`src/rtl/can_rxq_pkg.sv`:
```
package can_rxq_pkg;
  localparam int WORDS   = 4;
  localparam int WORD_W  = 32;
  localparam int REC_W   = WORDS * WORD_W;

  typedef struct packed {
    logic [10:0] id_hi;
    logic        srr_rtr;
    logic        ide;
    logic [17:0] id_lo;
    logic        rtr;
    logic [3:0]  dlc;
    logic [63:0] payload;
  } can_frame_t;

  typedef logic [REC_W-1:0] rec_t;
endpackage

```
`src/rtl/can_rxq_pack.sv`:
```
module can_rxq_pack
  import can_rxq_pkg::*;
(
  input  can_frame_t frame,
  output rec_t       rec
);
  logic [WORD_W-1:0] w [WORDS];

  always_comb begin
    w[0] = {frame.id_hi, frame.srr_rtr, frame.ide, frame.id_lo, frame.rtr};
    w[1] = {frame.dlc, 28'd0};
    w[2] = frame.payload[63:32];
    w[3] = frame.payload[31:0];
  end

  // word 0 occupies the top of the record
  for (genvar i = 0; i < WORDS; i++) begin : g_place
    assign rec[(WORDS-1-i)*WORD_W +: WORD_W] = w[i];
  end
endmodule

```
`src/rtl/can_rxq_store.sv`:
```
module can_rxq_store
  import can_rxq_pkg::*;
#(
  parameter int DEPTH = 4
)(
  input  logic clk,
  input  logic rst_n,
  input  logic push_valid,
  input  rec_t push_rec,
  input  logic pop,
  output rec_t head_rec,
  output logic in_ready,
  output logic full,
  output logic empty,
  output logic overflow
);
  localparam int PTR_W = (DEPTH > 1) ? $clog2(DEPTH) : 1;
  localparam int CNT_W = $clog2(DEPTH + 1);

  rec_t             mem [DEPTH];
  logic [PTR_W-1:0] wr_ptr, rd_ptr;
  logic [CNT_W-1:0] count;
  logic             do_push, do_pop;

  assign full     = (count == CNT_W'(DEPTH));
  assign empty    = (count == '0);
  assign in_ready = !full;
  assign do_push  = push_valid && !full;
  assign do_pop   = pop && !empty;
  assign head_rec = mem[rd_ptr];

  function automatic logic [PTR_W-1:0] nxt(input logic [PTR_W-1:0] p);
    return (p == PTR_W'(DEPTH-1)) ? '0 : p + 1'b1;
  endfunction

  always_ff @(posedge clk) begin
    if (do_push) mem[wr_ptr] <= push_rec;
  end

  always_ff @(posedge clk) begin
    if (!rst_n) begin
      wr_ptr   <= '0;
      rd_ptr   <= '0;
      count    <= '0;
      overflow <= 1'b0;
    end else begin
      if (do_push) wr_ptr <= nxt(wr_ptr);
      if (do_pop)  rd_ptr <= nxt(rd_ptr);
      case ({do_push, do_pop})
        2'b10:   count <= count + 1'b1;
        2'b01:   count <= count - 1'b1;
        default: count <= count;
      endcase
      if (push_valid && full) overflow <= 1'b1;
    end
  end

  AST_COUNT_BOUND: assert property (@(posedge clk) disable iff (!rst_n)
    count <= CNT_W'(DEPTH));
  AST_FULL_EMPTY_EXCL: assert property (@(posedge clk) disable iff (!rst_n)
    !(full && empty));
  AST_OVF_STICKY: assert property (@(posedge clk) disable iff (!rst_n)
    overflow |=> overflow);
  AST_DROP_KEEPS_WPTR: assert property (@(posedge clk) disable iff (!rst_n)
    (push_valid && full) |=> $stable(wr_ptr));
  AST_EMPTY_POP_HOLD: assert property (@(posedge clk) disable iff (!rst_n)
    (pop && empty) |=> $stable(rd_ptr));
endmodule

```
`src/rtl/can_rxq_wsel.sv`:
```
module can_rxq_wsel
  import can_rxq_pkg::*;
(
  input  logic              clk,
  input  logic              rst_n,
  input  logic              rd_req,
  input  logic              empty,
  input  rec_t              head_rec,
  output logic [WORD_W-1:0] rd_data,
  output logic              pop
);
  localparam int IDX_W = $clog2(WORDS);

  logic [IDX_W-1:0]  idx;
  logic [WORD_W-1:0] words [WORDS];
  logic              take;

  for (genvar i = 0; i < WORDS; i++) begin : g_split
    assign words[i] = head_rec[(WORDS-1-i)*WORD_W +: WORD_W];
  end

  assign take    = rd_req && !empty;
  assign pop     = take && (idx == IDX_W'(WORDS-1));
  assign rd_data = words[idx];

  always_ff @(posedge clk) begin
    if (!rst_n)    idx <= '0;
    else if (take) idx <= idx + 1'b1;  // wraps to 0 after the last word
  end

  AST_EMPTY_READ_IDX: assert property (@(posedge clk) disable iff (!rst_n)
    (rd_req && empty) |=> $stable(idx));
  AST_LAST_WORD_WRAP: assert property (@(posedge clk) disable iff (!rst_n)
    pop |=> (idx == '0));
endmodule

```
`src/rtl/can_rxq.sv`:
```
module can_rxq
  import can_rxq_pkg::*;
#(
  parameter int DEPTH = 4
)(
  input  logic        clk,
  input  logic        rst_n,
  input  logic        in_valid,
  output logic        in_ready,
  input  logic [10:0] in_id_hi,
  input  logic        in_srr_rtr,
  input  logic        in_ide,
  input  logic [17:0] in_id_lo,
  input  logic        in_rtr,
  input  logic [3:0]  in_dlc,
  input  logic [63:0] in_data,
  input  logic        host_rd,
  input  logic        host_wr,
  input  logic [31:0] host_wdata,
  output logic [31:0] rd_data,
  output logic        empty,
  output logic        full,
  output logic        overflow
);
  can_frame_t frame;
  rec_t       new_rec, head_rec;
  logic       pop;
  logic       unused_host_write;

  // host writes reach no state
  assign unused_host_write = host_wr ^ (^host_wdata);

  assign frame = '{id_hi: in_id_hi, srr_rtr: in_srr_rtr, ide: in_ide,
                   id_lo: in_id_lo, rtr: in_rtr, dlc: in_dlc,
                   payload: in_data};

  can_rxq_pack u_pack (.frame(frame), .rec(new_rec));

  can_rxq_store #(.DEPTH(DEPTH)) u_store (
    .clk(clk), .rst_n(rst_n),
    .push_valid(in_valid), .push_rec(new_rec), .pop(pop),
    .head_rec(head_rec), .in_ready(in_ready),
    .full(full), .empty(empty), .overflow(overflow)
  );

  can_rxq_wsel u_wsel (
    .clk(clk), .rst_n(rst_n),
    .rd_req(host_rd), .empty(empty), .head_rec(head_rec),
    .rd_data(rd_data), .pop(pop)
  );

  AST_WRITE_NO_EFFECT: assert property (@(posedge clk) disable iff (!rst_n)
    (host_wr && !host_rd && !in_valid) |=>
      ($stable(rd_data) && $stable(empty) && $stable(full) && $stable(overflow)));
  AST_POP_ONLY_ON_READ: assert property (@(posedge clk) disable iff (!rst_n)
    (!host_rd && !in_valid) |=> ($stable(empty) && $stable(rd_data)));
endmodule

```
`config.mk`:
```
export PLATFORM = sky130hd
export DESIGN_NAME = can_rxq
export DESIGN_NICKNAME = d
export VERILOG_FILES = /design/src/rtl/can_rxq_pkg.sv /design/src/rtl/can_rxq_pack.sv /design/src/rtl/can_rxq_store.sv /design/src/rtl/can_rxq_wsel.sv /design/src/rtl/can_rxq.sv
export SDC_FILE = /design/constraint.sdc
export NUM_CORES = 1
export LEC_CHECK = 0
export ABC_CLOCK_PERIOD_IN_PS = 9950
export BUFFER_PORTS_ARGS = -buffer_cell sky130_fd_sc_hd__clkbuf_2
export CAP_MARGIN = 15
export CORE_ASPECT_RATIO = 0.8
export CORE_MARGIN = 2
export CORE_UTILIZATION = 45
export DETAILED_ROUTE_END_ITERATION = 12
export PLACE_DENSITY_LB_ADDON = 0.1
export RECOVER_POWER = 50
export SLEW_MARGIN = 10
export SYNTH_ARGS = -nofsm -noshare
export SYNTH_HDL_FRONTEND = slang
export SYNTH_SLANG_ARGS = --single-unit
```
`constraint.sdc`:
```
create_clock -name clk -period 9.95 [get_ports clk]
set_clock_uncertainty 0.2 [all_clocks]
set_input_delay 1.4925 -clock clk [delete_from_list [all_inputs] [get_ports clk]]
set_output_delay 1.4925 -clock clk [all_outputs]
set_load 0.01 [all_outputs]
```
==> results.cfg <==
[outcome]
status = finished, violations left
violations = capacitance limit, slew limit

[worst_setup_path]
crit_type = register to primary output
cp.arrival_ns = 4.70
max_stage_delay_ns = 2.60
cp-startpoint = u_wsel.idx[0]
crit_family = buffers and inverters
reg2reg_depth = 10
cp.depth = 6
crit_path_end_kind = primary output
r2r_setup_slack_ns = 4.49
worstPathBufferInverterCount = 2
crit_required_ns = 8.26
path_max_fanout = 40
rr_endpoint = u_store.count[2]
crit_slowest_cell = clkbuf_1
path_cells = clkbuf_1 > nor2b_1 > a221oi_1 > o21ai_1 > o21ai_0 > clkbuf_2
crit_end = rd_data[31]
r2r_start = u_wsel.idx[0]
cp-start-kind = register

[sta]
finalSetupViolCount = 0
final_hold_viol_count = 0
max_freq_mhz = 156
drv_slew = 76
relSlewSlack_pct = -144
rsz0062_at_grt = no
finalCritPeriodShare_pct = 64.2
fin_crit_ns = 6.39
worst_slew_pin_slew_ns = 3.67
setup_tns_ns = 0

[worst_hold_path]
hold_path_class = register to register

[logic_synthesis]
synth-compound-area-share_pct = 1.82
synth_seq_cells = 412
yosysUniqueCellTypes = 32
synth_flop_cell = edfxtp_1
synth_xor_area_share_pct = 0.166
syn_area_um2 = 15900
synth_most_common_cell = edfxtp_1
synthTopCellsByArea = edfxtp_1, mux4_2, mux4_1
synth_cells = 710
yosysWarnings = 0
synthTopCellsByCount = edfxtp_1, mux4_2, mux2i_1
synthAdderAreaFrac_pct = 0.679
synth_top_area_share_pct = 75.8
syn_area_per_cell_um2 = 22.3
synth_area_leader_cell = edfxtp_1
synth-edff-count = 400
synthMuxAreaShare_pct = 16.7
synth_top_family_by_area = multiplexers
yosysSeqAreaShare_pct = 77.3
syn-num-nets = 855
synthArstFlopShare_pct = 0
synth-simple-area-share_pct = 1.70

[power]
total_leakage_power_nw = 5.74
vdd_ir_drop_max_uv = 145
p_per_area_nw_per_um2 = 204

[routing]
via_count = 7297
wl_um = 30800
route.detailed.drc = 0
wl_per_cell_um = 22.3
first_pass_iters = 5
drt_iter0_drc = 415
via_per_inst = 5.30
ant_nets = 0

[placement]
routabilityCongestion = 0.711
dp_cells = 1296
port-buffer-count = 139
place_hpwl_um = 17100

[clocking]
post_cts_resized = 0
htree_levels = 2
cts_hold_buf = 0
clockBufferDepth = 3
cts_sinks = 412
clockRootBuffer = clkbuf_16
cts_tree = done
cts.reportedPaths.clkPinSlew_ns = 0.06
cts_setup_buffers = 0
cts_buffers = 42
worstSkewPairLatency_ns = 0.54

[grt]
grt_pass1_vias = 8008
grtUsageTotal_pct = 17.2
grt.overflow.total = 0
grt_pass1_wl_um = 46200
antenna_found_initial = 6
grt_max_degree = 68

[floorplan]
start_util_pct = 45.7
die_x_um = 214
fp.dieH_um = 172
ios = 173
row_count = 61
die_area_um2 = 36800
core-area_um2 = 34700

[final_layout]
fin_nets = 1013
seq_area_um2 = 12300
stdcell_count = 1377
syn_to_final_growth_pct = 14.8
multi_input_area_um2 = 3360
fin_util_pct = 52.4
fillers = 2794
drive_gt1_share_pct = 19.6

[job]
cap_violations = 2
[placed cells by master (no fill, tap or decap), types with 2 or more instances in the layout]
master	netlist	routed
bufinv_16	0	2
or3_1	2	2
nor3_1	2	2
clkinv_2	0	6
a21oi_1	2	2
and3_4	0	3
dfxtp_4	0	2
a21boi_0	3	3
a221oi_1	6	6
xnor2_1	2	2
clkbuf_1	6	111
edfxtp_1	400	400
clkbuf_16	0	45
ha_1	7	7
mux4_2	69	69
o21ai_1	12	12
and2_1	6	4
a22oi_1	2	2
o21ai_0	24	24
and2_0	0	2
inv_1	8	8
dfxtp_1	12	10
nand2_1	34	35
mux4_1	25	25
buf_4	4	8
mux2i_1	43	43
clkinv_1	0	10
diode_2	0	7
nor2b_1	5	5
clkbuf_2	0	38
[routing by layer]
metal  wire, um  GRT usage, %
met5          0             0
met4        660          5.71
met3       1810          4.50
met2      16000          30.6
met1      12300          20.5
[registers in the layout, summed over array words and instances, names as in the netlist, named ones only]
name,cells
u_store.overflow,1
u_wsel.idx,2
u_store.rd_ptr,2
u_store.mem,400
u_store.wr_ptr,2
u_store.count,3
[tightest hold or removal path, delay by kind of cell, from the launching register on]
family | cells | cell delay (ns)
DFF | 1 | 0.32
AOI/OAI and AO/OA | 1 | 0.09
and+or+nand+nor | 1 | 0.05
[through the flow]
| stage | setup WS [ns] | total power [mW] | hold slack (ns) | area, um2 |
|---|---|---|---|---|
| 2_1_floorplan | 5.43 | 2.16 | 0.267 | 15900 |
| 3_3_place_gp | 5.54 | 2.25 | 0.273 | 17000 |
| 3_5_place_dp | 5.51 | 2.27 | 0.292 | 17000 |
| 4_1_cts | 4.92 | 3.76 | 0.301 | 18300 |
| 5_1_grt | 3.27 | 3.85 | 0.333 | 18200 |
| 6_report | 3.56 | 3.71 | 0.304 | 18200 |
[worst min path at each step]
stage                                   to  slack, ns  depth (start not counted)              start
after global placement    u_store.overflow       0.27                          2   u_store.overflow
after detailed placement          register       0.29                          2  u_store.rd_ptr[1]
after floorplan                   register       0.27                          2  u_store.rd_ptr[1]
after global routing      u_store.overflow       0.33                          2   u_store.overflow
after CTS                         register       0.30                          2  u_store.rd_ptr[1]
final                             register       0.30                          2  u_store.rd_ptr[1]
[area by class of cell]
type | instances | share of cell area (%)
timing repair buffer | 148 | 3.48
inverter | 8 | 0.165
multi-input combinational | 256 | 18.5
clock buffer | 54 | 6.37
tap | 472 | 3.24
sequential | 412 | 67.4
antenna | 7 | 0.0962
clock inverter | 20 | 0.804
[power breakdown]
part / switching (mW) / internal (mW) / leakage (nW)
combinational: 0.140 / 0.0845 / 1.33
clock: 0.617 / 0.872 / 0.639
sequential: 0.0153 / 1.98 / 3.77
total: 0.772 / 2.94 / 5.74
[cells by family (layout without fill, tap and decap cells)]
family | Yosys count | in the layout
AOI/OAI and AO/OA | 50 | 50
xor gates and xnor gates | 3 | 3
adders and majority gates | 8 | 8
buffers and inverters | 42 | 230
DFF | 412 | 412
muxes | 138 | 138
other | 0 | 7
and+or+nand+nor | 57 | 57
Note: power is estimated with default switching activity, not from simulation.
